**src/rtl/gfm_pkg.sv**
```systemverilog
package gfm_pkg;
  typedef enum logic [0:0] {ST_IDLE, ST_RUN} gfm_st_e;
endpackage

```
**src/rtl/gfm_rf.sv**
```systemverilog
module gfm_rf #(
  parameter int DW    = 8,
  parameter int DEPTH = 4,
  parameter int AWD   = 2
) (
  input  logic           clk_i,
  input  logic           we_i,
  input  logic [AWD-1:0] waddr_i,
  input  logic [DW-1:0]  wdata_i,
  input  logic [AWD-1:0] raddr_i,
  output logic [DW-1:0]  rdata_o
);
  logic [DW-1:0] mem_q [DEPTH];

  always_ff @(posedge clk_i) begin
    if (we_i) mem_q[waddr_i] <= wdata_i;
  end

  assign rdata_o = mem_q[raddr_i];
endmodule

```
**src/rtl/gfm_ctrl.sv**
```systemverilog
module gfm_ctrl
  import gfm_pkg::*;
#(
  parameter int W = 8,
  parameter int D = 4,
  localparam int MMAX = W * D,
  localparam int MW   = $clog2(MMAX + 1),
  localparam int AW   = (D > 1) ? $clog2(D) : 1,
  localparam int KW   = $clog2(D + 1)
) (
  input  logic          clk_i,
  input  logic          rst_ni,
  input  logic          start_i,
  input  logic [MW-1:0] m_i,
  output logic          busy_o,
  output logic          done_o,
  output logic [MW-1:0] m_o,
  output logic [KW-1:0] d_o,
  output logic [MW-1:0] bit_o,
  output logic [AW-1:0] rd_addr_o,
  output logic [AW-1:0] wr_addr_o,
  output logic          wr_en_o,
  output logic          cap_o,
  output logic          tail_o,
  output logic          first_o
);
  gfm_st_e       st_q;
  logic [MW-1:0] m_q, bit_q;
  logic [KW-1:0] d_q, k_q;
  logic          done_q;
  logic          accept;

  assign accept = (st_q == ST_IDLE) && start_i && (m_i != '0) && (int'(m_i) <= MMAX);

  always_ff @(posedge clk_i or negedge rst_ni) begin
    if (!rst_ni) begin
      st_q   <= ST_IDLE;
      m_q    <= '0;
      d_q    <= '0;
      bit_q  <= '0;
      k_q    <= '0;
      done_q <= 1'b0;
    end else begin
      done_q <= 1'b0;
      if (accept) begin
        st_q  <= ST_RUN;
        m_q   <= m_i;
        d_q   <= KW'((int'(m_i) + W - 1) / W);
        bit_q <= m_i - 1'b1;
        k_q   <= '0;
      end else if (st_q == ST_RUN) begin
        if (k_q == d_q) begin
          k_q <= '0;
          if (bit_q == '0) begin
            st_q   <= ST_IDLE;
            done_q <= 1'b1;
          end else begin
            bit_q <= bit_q - 1'b1;
          end
        end else begin
          k_q <= k_q + 1'b1;
        end
      end
    end
  end

  assign busy_o    = (st_q == ST_RUN);
  assign done_o    = done_q;
  assign m_o       = m_q;
  assign d_o       = d_q;
  assign bit_o     = bit_q;
  // read runs one word below the write: word j is finished once j-1 supplies its carry
  assign rd_addr_o = AW'(int'(d_q) - 1 - int'(k_q));
  assign wr_addr_o = AW'(int'(d_q) - int'(k_q));
  assign wr_en_o   = busy_o && (k_q != '0);
  assign cap_o     = busy_o && (k_q == '0);
  assign tail_o    = busy_o && (k_q == d_q);
  assign first_o   = (bit_q == m_q - 1'b1);
endmodule

```
**src/rtl/gfm_pe.sv**
```systemverilog
module gfm_pe #(
  parameter int W = 8,
  parameter int D = 4,
  localparam int MMAX = W * D,
  localparam int MW   = $clog2(MMAX + 1),
  localparam int AW   = (D > 1) ? $clog2(D) : 1,
  localparam int KW   = $clog2(D + 1)
) (
  input  logic          clk_i,
  input  logic          rst_ni,
  input  logic          en_i,
  input  logic          cap_i,
  input  logic          first_i,
  input  logic          tail_i,
  input  logic [MW-1:0] m_i,
  input  logic [KW-1:0] d_i,
  input  logic [AW-1:0] wr_idx_i,
  input  logic          a_bit_i,
  input  logic [W-1:0]  c_rd_i,
  input  logic [W-1:0]  b_word_i,
  input  logic [W-1:0]  p_word_i,
  output logic [W-1:0]  wr_data_o
);
  logic [W-1:0] hold_q, c_eff, sh, mask;
  logic         msb_q, msb_d;

  always_comb begin
    // first step starts from a zero accumulator; tail cycle has no lower word
    c_eff = (first_i || tail_i) ? '0 : c_rd_i;
    msb_d = 1'b0;
    for (int b = 0; b < W; b++) begin
      if (int'(m_i) - 1 - (int'(d_i) - 1) * W == b) msb_d = c_eff[b];
    end
    sh[0] = c_eff[W-1];
    for (int b = 1; b < W; b++) sh[b] = hold_q[b-1];
    for (int b = 0; b < W; b++) mask[b] = (int'(wr_idx_i) * W + b < int'(m_i));
    wr_data_o = (sh ^ (msb_q ? p_word_i : '0) ^ (a_bit_i ? b_word_i : '0)) & mask;
  end

  always_ff @(posedge clk_i or negedge rst_ni) begin
    if (!rst_ni) begin
      hold_q <= '0;
      msb_q  <= 1'b0;
    end else if (en_i) begin
      hold_q <= c_eff;
      if (cap_i) msb_q <= msb_d;
    end
  end
endmodule

```
**src/rtl/gfmul_ws.sv**
```systemverilog
module gfmul_ws #(
  parameter int W = 8,
  parameter int D = 4,
  localparam int MMAX = W * D,
  localparam int MW   = $clog2(MMAX + 1),
  localparam int AW   = (D > 1) ? $clog2(D) : 1,
  localparam int BW   = (MMAX > 1) ? $clog2(MMAX) : 1,
  localparam int KW   = $clog2(D + 1)
) (
  input  logic          clk_i,
  input  logic          rst_ni,
  input  logic          start_i,
  input  logic [MW-1:0] m_i,
  input  logic          a_we_i,
  input  logic [BW-1:0] a_addr_i,
  input  logic          a_bit_i,
  input  logic          b_we_i,
  input  logic [AW-1:0] b_addr_i,
  input  logic [W-1:0]  b_data_i,
  input  logic          p_we_i,
  input  logic [AW-1:0] p_addr_i,
  input  logic [W-1:0]  p_data_i,
  input  logic [AW-1:0] c_addr_i,
  output logic [W-1:0]  c_data_o,
  output logic          busy_o,
  output logic          done_o
);
  logic [MW-1:0] m_cur, bit_idx;
  logic [KW-1:0] d_cur;
  logic [AW-1:0] rd_addr, wr_addr, c_raddr;
  logic          wr_en, cap, tail, first, a_cur;
  logic [W-1:0]  c_rd, b_word, p_word, wr_data;

  gfm_ctrl #(.W(W), .D(D)) u_ctrl (
    .clk_i, .rst_ni, .start_i, .m_i,
    .busy_o, .done_o,
    .m_o(m_cur), .d_o(d_cur), .bit_o(bit_idx),
    .rd_addr_o(rd_addr), .wr_addr_o(wr_addr), .wr_en_o(wr_en),
    .cap_o(cap), .tail_o(tail), .first_o(first)
  );

  gfm_rf #(.DW(1), .DEPTH(MMAX), .AWD(BW)) u_amem (
    .clk_i, .we_i(a_we_i), .waddr_i(a_addr_i), .wdata_i(a_bit_i),
    .raddr_i(BW'(bit_idx)), .rdata_o(a_cur)
  );

  gfm_rf #(.DW(W), .DEPTH(D), .AWD(AW)) u_bmem (
    .clk_i, .we_i(b_we_i), .waddr_i(b_addr_i), .wdata_i(b_data_i),
    .raddr_i(wr_addr), .rdata_o(b_word)
  );

  gfm_rf #(.DW(W), .DEPTH(D), .AWD(AW)) u_pmem (
    .clk_i, .we_i(p_we_i), .waddr_i(p_addr_i), .wdata_i(p_data_i),
    .raddr_i(wr_addr), .rdata_o(p_word)
  );

  assign c_raddr = busy_o ? rd_addr : c_addr_i;

  gfm_rf #(.DW(W), .DEPTH(D), .AWD(AW)) u_cmem (
    .clk_i, .we_i(wr_en), .waddr_i(wr_addr), .wdata_i(wr_data),
    .raddr_i(c_raddr), .rdata_o(c_rd)
  );

  gfm_pe #(.W(W), .D(D)) u_pe (
    .clk_i, .rst_ni, .en_i(busy_o), .cap_i(cap), .first_i(first), .tail_i(tail),
    .m_i(m_cur), .d_i(d_cur), .wr_idx_i(wr_addr), .a_bit_i(a_cur),
    .c_rd_i(c_rd), .b_word_i(b_word), .p_word_i(p_word), .wr_data_o(wr_data)
  );

  assign c_data_o = (!busy_o && int'(c_addr_i) < int'(d_cur)) ? c_rd : '0;
endmodule

```
**config.mk**
```make
export PLATFORM = sky130hd
export DESIGN_NAME = gfmul_ws
export DESIGN_NICKNAME = d
export VERILOG_FILES = /design/src/rtl/gfm_pkg.sv /design/src/rtl/gfm_rf.sv /design/src/rtl/gfm_ctrl.sv /design/src/rtl/gfm_pe.sv /design/src/rtl/gfmul_ws.sv
export SDC_FILE = /design/constraint.sdc
export NUM_CORES = 1
export LEC_CHECK = 0
export BUFFER_PORTS_ARGS = -buffer_cell sky130_fd_sc_hd__buf_2
export CORE_UTILIZATION = 40
export DETAILED_ROUTE_END_ITERATION = 12
export GPL_TIMING_DRIVEN = 0
export PLACE_DENSITY = 0.58
export SYNTH_ARGS = -nofsm -noshare
export SYNTH_HDL_FRONTEND = slang
export SYNTH_HIERARCHICAL = 1
export SYNTH_SLANG_ARGS = --single-unit
```
**constraint.sdc**
```tcl
create_clock -name clk_i -period 3.17 [get_ports clk_i]
set_input_delay 0.1585 -clock clk_i [delete_from_list [all_inputs] [get_ports clk_i]]
set_output_delay 0.1585 -clock clk_i [all_outputs]
set_load 0.1 [all_outputs]
```
; Word level (Yosys, flattened, before mapping)
; Memories as Yosys holds them, arrays and structs flattened.
; Index checks and enable logic that the tools add are counted.
[totals]
register_bits = 28
latchBits = 0
ramBits = 128
rom_bits = 0
inputBits = 40
out_inout_bits = 10
wordCells = 111
mem_count = 4
[memory_table]
columns = name, words, width, rd, rd_ports_with_merged_regs, write_ports, line_no
row1 = u_amem.mem_q, 32, 1, 1, 0, 1, gfm_rf.sv:13  ; logic [DW-1:0] mem_q [DEPTH];
row2 = u_bmem.mem_q, 4, 8, 1, 0, 1, gfm_rf.sv:13
row3 = u_cmem.mem_q, 4, 8, 1, 0, 1, gfm_rf.sv:13
row4 = u_pmem.mem_q, 4, 8, 1, 0, 1, gfm_rf.sv:13
[classes]
addsub = 19
multipliers = 0
div = 0
n_lt_le_gt_ge = 10
eq_ne = 10
shift = 0
mux = 36
bitwise_logic = 5
n_reduce_logical = 19
[ops]
columns = operator, count
row1 = less-than comparator 32 x 7 -> 1 bit, 7
row2 = == test 32 x 4 -> 1 bit (second input constant), 4
row3 = == test 32 x 3 -> 1 bit (second input constant), 2
row4 = == test 32 x 2 -> 1 bit (second input constant), 1
row5 = zero test 32 bit, 1
row6 = 2-to-1 mux 8 bit, 4
row7 = adder 5 x 3 -> 6 bit (second input constant), 4
row8 = 2-to-1 mux 1 bit, 24
row9 = 2-to-1 mux 6 bit, 4
row10 = subtractor 6 x 1 -> 6 bit (second input constant), 3
row11 = XOR 8 bit, 2
row12 = adder 5 x 2 -> 6 bit (second input constant), 2
row13 = 2-to-1 mux 3 bit, 3
row14 = bitwise AND 8 bit, 1
row15 = subtractor 7 x 1 -> 8 bit (second input constant), 1
row16 = subtractor 7 x 7 -> 8 bit, 1
row17 = adder 6 x 4 -> 7 bit (second input constant), 1
row18 = logical AND 1 bit, 7
row19 = subtractor 6 x 1 -> 7 bit (second input constant), 1
row20 = adder 5 x 1 -> 6 bit (second input constant), 1
row21 = == test 6 bit, 1
row22 = <= comparator 6 bit (second input constant), 1
row23 = zero test 6 bit, 1
row24 = less-than comparator 5 x 6 -> 1 bit, 1
row25 = other kinds (19), 21

; Logic depth before layout (Yosys ltp)
; Gate-level depths: netlist (run 1).
; An unclocked memory read counts as a cell.
[logic_depth]
ltp_word = 13
ltp_mapped = 14
depth_no_buf = 12

; Hierarchy
; Netlist (run 1), hierarchy kept.
[modules_own_cells]
columns = mod, n_inst, cells_per_inst, area_each_um2, seq_area_each_um2
row1 = gfm_rf at u_bmem ..., 3, 46, 1188.6, 960.9
row2 = gfm_rf at u_amem, 1, 119, 1497.7, 960.9
row3 = gfm_ctrl, 1, 168, 1432.6, 500.5
row4 = gfm_pe, 1, 139, 1023.5, 200.2
row5 = gfmul_ws, 1, 24, 250.2, 0.0

; Worst setup path before layout (run 1)
; No wires, ideal clock.
[synth_timing]
kind = register -> output
startpoint = register u_ctrl.st_q, in the netlist u_ctrl/busy_o
endpoint = output c_data_o[0]
arrival_time_ps = 4147
t_required_ps = 3012
slack_ps = -1136
stages_incl_launch_ff = 7
n_path_buf = 2
cell_sequence = dfrtp_1 buf_4 mux2_2 buf_6 mux4_2 inv_1 a2111oi_2
[synth_via]
elab_chain_cells = 3
word_cells_on_any_way = 5
classes_between = 2 x mux / 2 x reduce/logical / 1 x memory
[synth_rtl]
columns = item, line_no
row1 = from (decl), gfm_ctrl.sv:27  ; gfm_st_e st_q;
row2 = from (signal assigned), gfm_ctrl.sv:37  ; st_q <= ST_IDLE;
row3 = from (signal assigned), gfm_ctrl.sv:46  ; st_q <= ST_RUN;
row4 = from (signal assigned), gfm_ctrl.sv:55  ; st_q <= ST_IDLE;
row5 = 2-to-1 mux 2 bit, gfmul_ws.sv:57  ; assign c_raddr = busy_o ? rd_addr : c_addr_i;
row6 = net c_raddr[0], gfmul_ws.sv:30  ; logic [AW-1:0] rd_addr, wr_addr, c_raddr;
row7 = memory read (4 x 8 bit), n/a
row8 = net c_rd[0], gfmul_ws.sv:32  ; logic [W-1:0] c_rd, b_word, p_word, wr_data;
row9 = 2-to-1 mux 8 bit, gfmul_ws.sv:70  ; assign c_data_o = (!busy_o && int'(c_addr_i) < int'(d_cur)) ? c_rd : '0;
row10 = to (decl), gfmul_ws.sv:24  ; output logic [W-1:0] c_data_o,
; The timed path passes the listed nets, and every way through them passes these cells.

; Worst setup path after layout (run 1)
[layout_timing]
startpoint = register u_ctrl.d_q[0], in the netlist u_ctrl/d_o[0]
endpoint = output c_data_o[0]
[layout_via]
elab_chain_cells = 5
word_cells_on_any_way = 7
classes_between = 2 x add/sub / 1 x order compare / 2 x mux / 1 x reduce/logical / 1 x memory
[layout_rtl]
columns = item, line_no
row1 = from (decl), gfm_ctrl.sv:29  ; logic [KW-1:0] d_q, k_q;
row2 = from (signal assigned), gfm_ctrl.sv:48  ; d_q <= KW'((int'(m_i) + W - 1) / W);
row3 = subtractor 3 x 1 -> 4 bit, n/a
row4 = subtractor 2 bit, gfm_ctrl.sv:73  ; assign rd_addr_o = AW'(int'(d_q) - 1 - int'(k_q));
row5 = net rd_addr[0], gfmul_ws.sv:30
row6 = 2-to-1 mux 2 bit, gfmul_ws.sv:57
row7 = net c_raddr[0], gfmul_ws.sv:30
row8 = memory read (4 x 8 bit), n/a
row9 = net c_rd[0], gfmul_ws.sv:32
row10 = 2-to-1 mux 8 bit, gfmul_ws.sv:70
; The timed path passes the listed nets, and every way through them passes these cells.

==> results of run 1 <==
[synth_stat cells (3+ instances only)]
| cell | instances |
|---|---|
| a2111oi_2 | 7 |
| a21boi_0 | 3 |
| a21oi_1 | 14 |
| a22oi_1 | 7 |
| and2_1 | 3 |
| and3_1 | 7 |
| and3b_1 | 6 |
| buf_6 | 7 |
| clkbuf_1 | 9 |
| clkbuf_2 | 3 |
| dfrtp_1 | 28 |
| edfxtp_1 | 128 |
| ha_1 | 15 |
| inv_1 | 33 |
| mux2_2 | 5 |
| mux2i_1 | 18 |
| mux4_2 | 24 |
| nand2_1 | 58 |
| nand2b_1 | 4 |
| nand3_1 | 12 |
| nand3b_1 | 6 |
| nor2_1 | 53 |
| nor2b_1 | 3 |
| nor3_1 | 14 |
| nor3b_1 | 5 |
| nor4_1 | 3 |
| o21ai_0 | 19 |
| o221ai_1 | 3 |
| o22ai_1 | 4 |
| or3_1 | 7 |
| or3b_2 | 3 |
| xnor2_1 | 24 |
| xor2_1 | 11 |
[layer usage]
| layer | vias to the layer above | global-route usage [%] |
|---|---|---|
| li1 | 2360 | - |
| met1 | 2406 | 21.2 |
| met2 | 121 | 28.7 |
| met3 | 23 | 3.00 |
| met4 | 0 | 6.23 |
| met5 | - | 0 |
[path summary, 6_finish.rpt]
path                           startpoint            endpoint  slack [ns]  cells past startpoint
setup / recovery            u_ctrl/d_o[0]         c_data_o[0]        0.18                      8
hold / removal                     m_i[3]       u_ctrl/d_o[2]        0.06                      3
setup reg to reg            u_ctrl/d_o[0]  u_cmem/mem_q[3][0]        0.21                      9
hold reg to reg            u_pe/hold_q[6]      u_pe/hold_q[6]        0.53                      1
max in group asynchronous          rst_ni       u_ctrl/busy_o        2.37                      2
min in group asynchronous          rst_ni       u_ctrl/d_o[0]        0.31                      2
[cell type report]
type	instances	share of cell area [%]
flip-flops and latches	156	48.7
multi-input cells	376	33.0
repair buffers	65	4.61
clock buffers	17	4.56
well taps	260	3.49
clock inverters	15	2.55
plain buffers	22	1.73
inverters	33	1.33
[worst max-delay path: stages, from the launching register on]
cell and delay (ns):
dfrtp_1 0.51, inv_1 0.08, ha_1 0.31, mux2_2 0.28, buf_6 0.16, mux4_2 0.40
inv_1 0.08, a2111oi_4 0.19, clkbuf_4 0.39
[cell families after synthesis]
group	Yosys count
AO/OA/AOI/OAI	78
XOR/XNOR	35
adder cells (fa/ha/maj)	16
buffers and inverters	56
flip-flops	156
multiplexers	47
AND/OR/NAND/NOR	200
[what timing repair did]
| action | in CTS | in global routing |
|---|---|---|
| hold endpoints to repair | 92 | 0 |
| resized for setup | 1 | 17 |
| pin swaps | 0 | 0 |
| endpoints found under the setup margin | 9 | 33 |
| hold buffers | 17 | 0 |
[state kept, by name, summed over array words and instances, names as in the netlist]
name and cells:
u_amem/mem_q 32, u_bmem/mem_q 32, u_cmem/mem_q 32, u_pmem/mem_q 32
u_pe/hold_q 7, u_ctrl/bit_o 6, u_ctrl/m_o 6, u_ctrl/d_o 3
u_ctrl/k_q 3, u_ctrl/busy_o 1, u_ctrl/done_o 1, u_pe/msb_q 1
[power groups by stage]
| stage | registers, uW | clock network [uW] | logic [uW] |
|---|---|---|---|
| after global placement | 3370 | 0 | 5160 |
| after CTS | 3360 | 2280 | 5320 |
| after global routing | 3410 | 2370 | 5860 |
| after detailed placement | 3400 | 0 | 5280 |
| after floorplan | 3310 | 0 | 4050 |
| final | 3350 | 2240 | 5340 |
[through the flow]
| step | total power (uW) | setup TNS, ns |
|---|---|---|
| after detailed placement | 8680 | -0.256 |
| final | 10900 | 0 |
| after floorplan | 7360 | 0 |
| after global routing | 11600 | 0 |
| after global placement | 8530 | 0 |
| after CTS | 11000 | -0.383 |
==> flow_summary.ini, run 1 <==
[pwr]
p_int_uw = 6670
ir_drop_mv = 0.588
netSwitchingFraction_pct = 39.0
p_comb_share_pct = 48.9
switchingPower_uw = 4260
power.density_mw_per_mm2 = 1170
seq_power_share_pct = 30.7
power_frac_clock_pct = 20.5
p_leak_uw = 0.00337

[grt]
grt_antenna_before_repair = 0
grt_max_degree = 33
grt_overflow_total = 0
grt_usage_pct = 16.7
first_global_vias = 4970
grt_pass1_wl_um = 25400

[synth]
yosys-top-cells-area = edfxtp_1 (49%), dfrtp_1 (9.0%), mux4_2 (7.0%), nand2_1 (2.8%), xnor2_1 (2.7%)
synthXorXnorAreaFrac_pct = 3.95
synth_mux_area_share_pct = 10.0
syn-mean-instance-area_um2 = 13.2
ys_ff_latch = 156
synth_flop_cell = edfxtp_1
synth_warnings = 6
async_flop_share_pct = 17.9
synth-compound-area-share_pct = 7.83
synthSimpleGateAreaFrac_pct = 13.3
seq_area_frac_synth_pct = 58.5
synth_largest_area_cell = edfxtp_1
syn-num-nets = 644
synthDistinctLibCells = 65
synth_edf_count = 128
yosys.area_share.adder_pct = 2.67
yosysTopAreaCellShare_pct = 49.5
syn_inst = 588
synth_top_family_by_area = simple AND/OR/NAND/NOR gates
syn_area_mm2 = 0.00777

[worst_setup_path]
crit_type = reg2out
crit_arrival_ns = 2.83
worstSetupEndpointType = primary output
cp.required_ns = 3.01
crit_fanout = 8
worst_setup_path_start_kind = register

[routing]
met3_length_um = 567
postRouteAntennaNets = 0
first_pass_iters = 5
drt_iter0_drc = 413
routed_via_density = 5.20
highest_layer = met4
totalWireLength_um = 15600
m1WireLength_um = 6970
num_vias = 4910
drc = 0
post_drt_wl_per_cell_um = 16.5
route.met2.wl_um = 7780

[timing]
hold_slack_ns = 0.0644
max_freq_mhz = 335
fin_crit_ns = 2.99
hold_viol = 0
relSlewSlack_pct = 12.3
finalSetupViolations = 0
fin_skew_ns = 0.0130
rsz0062_at_grt = false
tightest_slew_ns = 1.31
worst_slack_ns = 0.182
drv_slew = 0
finalCritPeriodShare_pct = 94.3

[cts]
cts_tree = yes
cts_setup_buffers = 0
cts_buffers = 17
clkLatencyLatePin_ns = 0.43
cts_root_buf = clkbuf_16
h-tree-depth = 4
clk_pin_slew_worst_paths_ns = 0.06
cts_buffer_depth = 2
clkSinkCount = 156

[cells_and_area]
post-route-util_pct = 49.4
final_cell_mix = edfxtp_1 (128), nand2_1 (57), nor2_1 (53), buf_2 (42), inv_1 (33)
stdcell_count = 944
fill_cells = 1673
fin_area_mm2 = 0.00933
regArea_mm2 = 0.00455
layout-drive-gt1-share_pct = 23.0
nNetsFinal = 727
mostFrequentLayoutCell = edfxtp_1
diodes = 0
multi_input_area_mm2 = 0.00308
area_delta_synth_final_pct = 20.1

[floorplan]
pin_count = 50
row_count = 50
die-area_mm2 = 0.0200
start_util_pct = 41.1
die_w_um = 141
core_area_mm2 = 0.0189
die_h_um = 141

[placed_design]
pre_cts_ws_ns = -0.0382
hpwl_um = 11000
port_buffers = 48
place_inst = 896
gp_congestion = 0.825
placed_area_mm2 = 0.00843

[status]
status = completed

[worst_hold_path]
hold_class = in2reg

[job]
maxCapViolations = 0
Power figures use the tool's default switching activity.
==> run 2, diff against run 1 <==
--- a/config.mk
+++ b/config.mk
@@ -5,11 +5,13 @@
 export SDC_FILE = /design/constraint.sdc
 export NUM_CORES = 1
 export LEC_CHECK = 0
+export ABC_AREA = 1
+export ABC_CLOCK_PERIOD_IN_PS = 3170
 export BUFFER_PORTS_ARGS = -buffer_cell sky130_fd_sc_hd__buf_2
 export CORE_UTILIZATION = 40
 export DETAILED_ROUTE_END_ITERATION = 12
 export GPL_TIMING_DRIVEN = 0
-export PLACE_DENSITY = 0.58
+export PLACE_DENSITY = 0.57
 export SYNTH_ARGS = -nofsm -noshare
 export SYNTH_HDL_FRONTEND = slang
 export SYNTH_HIERARCHICAL = 1
==> flow_summary.ini, run 2 <==
[status]
status = completed

[cts]
clkLatencyLatePin_ns = 0.42
cts_tree = yes
cts_buffers = 17
cts_buffer_depth = 2
clk_pin_slew_worst_paths_ns = 0.06
cts_root_buf = clkbuf_16
clkSinkCount = 156
cts_setup_buffers = 0
h-tree-depth = 4

[placed_design]
port_buffers = 49
placed_area_mm2 = 0.00886
pre_cts_ws_ns = -0.00655
gp_congestion = 0.819
hpwl_um = 12200

[cells_and_area]
final_cell_mix = nand2_1 (258), inv_1 (174), edfxtp_1 (128), nand3_1 (107), nor2_1 (51)
diodes = 0
area_delta_synth_final_pct = 17.7
mostFrequentLayoutCell = nand2_1
fill_cells = 1926
fin_area_mm2 = 0.00971
nNetsFinal = 1069
post-route-util_pct = 48.0
layout-drive-gt1-share_pct = 15.3

[job]
maxCapViolations = 0

[routing]
post_drt_wl_per_cell_um = 13.5
totalWireLength_um = 17500
num_vias = 6065
routed_via_density = 4.68
drt_iter0_drc = 284
postRouteAntennaNets = 0
drc = 0
first_pass_iters = 5

[worst_setup_path]
cp.required_ns = 3.01
r2r_end = u_cmem/mem_q[3][0]
crit_arrival_ns = 2.83
rr_startpoint = u_ctrl/d_o[0]
crit_type = reg2out
reg2reg_depth = 11
worstSetupEndpointType = primary output
rrSetupSlack_ns = 0.28
crit_start = u_ctrl/k_q[1]
crit_fanout = 9
worst_setup_path_start_kind = register

[synth]
synthDistinctLibCells = 44
synth_largest_area_cell = edfxtp_1
async_flop_share_pct = 17.9
syn_inst = 927
ys_ff_latch = 156
synth_flop_cell = edfxtp_1
syn-mean-instance-area_um2 = 8.90
syn-num-nets = 983
ys_top_cells_by_count = nand2_1 (258), inv_1 (174), edfxtp_1 (128)
synth_warnings = 6
syn_area_mm2 = 0.00825
synth_edf_count = 128
yosys.cell_count.top_type = nand2_1
seq_area_frac_synth_pct = 55.1
yosysTopAreaCellShare_pct = 46.6
yosys-top-cells-area = edfxtp_1 (47%), nand2_1 (12%), dfrtp_1 (8.5%), inv_1 (7.9%), nand3_1 (6.5%)

[grt]
grt_usage_pct = 17.8
grt_overflow_total = 0
grt_max_degree = 33
grt_antenna_before_repair = 0
grt_pass1_wl_um = 29400
first_global_vias = 5805

[timing]
fin_skew_ns = 0.0100
drv_slew = 0
relSlewSlack_pct = 15.4
tightest_slew_ns = 1.26
max_freq_mhz = 335
rsz0062_at_grt = true
finalSetupViolations = 0
worst_slack_ns = 0.184
hold_viol = 0
finalCritPeriodShare_pct = 94.2
fin_crit_ns = 2.99

[floorplan]
die_w_um = 146
pin_count = 50
die-area_mm2 = 0.0212
start_util_pct = 40.8
row_count = 52
die_h_um = 146
core_area_mm2 = 0.0202

[worst_hold_path]
min_to = u_ctrl/m_o[5]
worstHoldStart = m_i[5]
hold_class = in2reg
min_path_cells = 3
## run 2: cell types whose count changed after synthesis, sizes merged, moves of 7 or more
cell / change
buf: +8
mux2i: -18
clkbuf: -11
xnor2: -9
or3: -7
mux4: -24
nand3: +98
a22oi: -8
a2111oi: -8
nand2: +213
inv: +152
and3: -7
nor2: +14
## run 2: worst max path at each step
stage,depth (start not counted),to
after detailed placement,11,u_cmem/mem_q[2][5]
after floorplan,8,c_data_o[5]
after global routing,11,c_data_o[7]
after global placement,11,u_cmem/mem_q[3][5]
after CTS,11,u_cmem/mem_q[3][5]
final,11,c_data_o[0]
## run 2: logic make-up (layout without fill, tap and decap cells)
logic type                 Yosys count  in the layout  share of synthesized area (%)
and+or+nand+nor                    478            478                           25.3
DFF                                156            156                           55.1
adders and majority gates           16             16                           2.52
xor gates and xnor gates            30             30                           3.27
AOI/OAI and AO/OA                   42             42                           3.05
buffers and inverters              205            304                           10.8
## run 2: cell type report
cell class / instances / area (um^2) / area share (%)
inverter: 185 / 707 / 7.28
sequential: 156 / 4540 / 46.8
clock buffer: 18 / 429 / 4.42
tap: 270 / 338 / 3.48
clock inverter: 14 / 170 / 1.75
buffer: 20 / 183 / 1.88
multi-input combinational: 566 / 2910 / 29.9
timing repair buffer: 67 / 435 / 4.48
## run 2: critical path, cell delays in order (launching register included)
cell and delay [ns]:
dfrtp_1 0.44, xnor2_2 0.39, xor2_1 0.11, nand2_1 0.08, o21ai_0 0.08, buf_2 0.22, inv_1 0.25, nand3_1 0.11
nand2_1 0.14, inv_1 0.06, nor2_2 0.09, buf_2 0.43
## run 2: per-layer routing
metal	up-vias	share of wire [%]	global-route usage, %
met5	-	0	0
met4	0	0.80	4.79
met3	11	3.4	3.45
met2	106	48	29.2
met1	2825	48	24.1
li1	3123	-	-
## run 2: timing repair
item	4_1_cts	5_1_grt
hold buffers	17	0
resized for setup	1	11
endpoints found under the hold margin	92	0
setup endpoints to repair	20	29
## run 2: stage by stage
step,hold slack (ns),TNS [ns],std cells
after floorplan,-0.137,0,927
final,0.0581,0,1296
after global routing,0.0649,-0.297,1296
after global placement,0.226,0,1246
after detailed placement,0.231,-0.0261,1246
after CTS,0.0394,0,1295
Power of run 2 is not shown: default switching activity piles up to over one toggle a cycle in this logic, so the estimate is an artifact.
==> run 3, diff against run 2 <==
--- a/config.mk
+++ b/config.mk
@@ -8,11 +8,12 @@
 export ABC_AREA = 1
 export ABC_CLOCK_PERIOD_IN_PS = 3170
 export BUFFER_PORTS_ARGS = -buffer_cell sky130_fd_sc_hd__buf_2
-export CORE_UTILIZATION = 40
+export CORE_UTILIZATION = 61
 export DETAILED_ROUTE_END_ITERATION = 12
 export GPL_TIMING_DRIVEN = 0
-export PLACE_DENSITY = 0.57
+export PLACE_DENSITY = 0.81
 export SYNTH_ARGS = -nofsm -noshare
 export SYNTH_HDL_FRONTEND = slang
 export SYNTH_HIERARCHICAL = 1
 export SYNTH_SLANG_ARGS = --single-unit
+export TNS_END_PERCENT = 30
==> flow_summary.ini, run 3 (synthesis results as in run 2) <==
[timing]
hold_viol = 0
tightest_slew_ns = 1.33
rsz0062_at_grt = false
finalSetupViolations = 0
worst_slack_ns = 0.208
fin_crit_ns = 2.96
fin_skew_ns = 0.00641
drv_slew = 0
relSlewSlack_pct = 10.7
finalCritPeriodShare_pct = 93.5
max_freq_mhz = 338
hold_slack_ns = 0.0608

[cells_and_area]
final_cell_mix = nand2_1 (258), inv_1 (174), edfxtp_1 (128), nand3_1 (107), nor2_1 (57)
nNetsFinal = 1069
diodes = 0
layout-drive-gt1-share_pct = 13.7
area_delta_synth_final_pct = 14.5
fin_area_mm2 = 0.00945
mostFrequentLayoutCell = nand2_1

[worst_setup_path]
worst_setup_path_start_kind = register
crit_start = u_ctrl/d_o[0]
max_stage_delay_ns = 0.43
rrSetupSlack_ns = 0.21
crit_arrival_ns = 3.15
cpMostUsedCell = nand2_1
crit_path_top_delay_cell = xnor2_2
crit_chain = inv_1, ha_1, xnor2_2, buf_2, inv_1, nand3_1, nand2_1, nand2_1, xor2_1, nand2_1, a21oi_1
crit_fanout = 9
cp.required_ns = 3.36
rr_startpoint = u_ctrl/d_o[0]
worstSetupEndpointType = register
crit_type = reg2reg

[floorplan]
die_h_um = 118
die_w_um = 118
start_util_pct = 62.3
die-area_mm2 = 0.0140
core_area_mm2 = 0.0132
pin_count = 50
row_count = 42

[placed_design]
port_buffers = 49
pre_cts_ws_ns = 0.0351
placed_area_mm2 = 0.00872
gp_congestion = 0.886
hpwl_um = 11300

[cts]
h-tree-depth = 4
cts_root_buf = clkbuf_16
cts_tree = yes
clkLatencyLatePin_ns = 0.42
clk_pin_slew_worst_paths_ns = 0.06
cts_buffer_depth = 2
cts_buffers = 17
clkSinkCount = 156

[routing]
routed_via_density = 5.21
num_vias = 6265
drt_iter0_drc = 515
totalWireLength_um = 16900
postRouteAntennaNets = 0
post_drt_wl_per_cell_um = 14.0
first_pass_iters = 6
drc = 0

[worst_hold_path]
hold_class = in2reg
worstHoldStart = m_i[5]

[grt]
first_global_vias = 5912
grt_overflow_total = 0
grt_antenna_before_repair = 0
grt_usage_pct = 25.9
grt_max_degree = 33
grt_pass1_wl_um = 27900

[job]
maxCapViolations = 0

[status]
status = completed
## run 3: changes by cell type in the layout (fill, tap and decap cells not counted), sizes merged
cell    before  now
bufinv       3    1
buf         63   69
clkbuf      25   19
clkinv       8   10
## run 3: final timing paths
kind / to / cells after the start
worst max-delay path: u_cmem/mem_q[0][0] / 11
worst min-delay path: u_ctrl/m_o[5] / 3
worst max register to register: u_cmem/mem_q[0][0] / 11
worst min register to register: u_pe/hold_q[3] / 2
max in group asynchronous: u_ctrl/m_o[2] / 2
min in group asynchronous: u_ctrl/d_o[1] / 2
## run 3: per-stage QoR
stage          TNS, ns  std cells  util [%]
6_report             0       1202      71.3
5_1_grt              0       1202      71.3
4_1_cts              0       1201      71.2
3_5_place_dp         0       1152      65.9
3_3_place_gp         0       1152      65.9
2_1_floorplan    -1.36        927         -
## run 3: routing by layer
metal	vias to the layer above	wire length (um)	global-route usage (%)
met3	40	1140	4.97
li1	3118	-	-
met4	0	407	11.5
met5	-	0	0
met1	2864	7020	34.1
met2	243	8330	42.0
## run 3: area by class of cell
| type | instances | area [um^2] |
|---|---|---|
| flip-flops and latches | 156 | 4540 |
| fillers | 1021 | 3790 |
| multi-input cells | 566 | 2840 |
| inverters | 185 | 707 |
| clock buffers | 18 | 429 |
| repair buffers | 67 | 420 |
| well taps | 176 | 220 |
| plain buffers | 20 | 183 |
| clock inverters | 14 | 103 |
## run 3: critical path: cells and delay by family, from the launching register on
family          cells  cell delay, ns
xor+xnor            2            0.71
buf+inv             3            0.63
flops               1            0.42
simple gates        4            0.38
compound gates      1            0.36
fa+ha+maj           1            0.23
## run 3: repair_timing
item                       4_1_cts  5_1_grt
resized for setup                1        2
setup endpoints to repair        8        8
buffers inserted                 0        0
hold endpoints to repair        92        0
hold buffers                    17        0
pin swaps                        0        0
Power of run 3 is left out for the same reason.
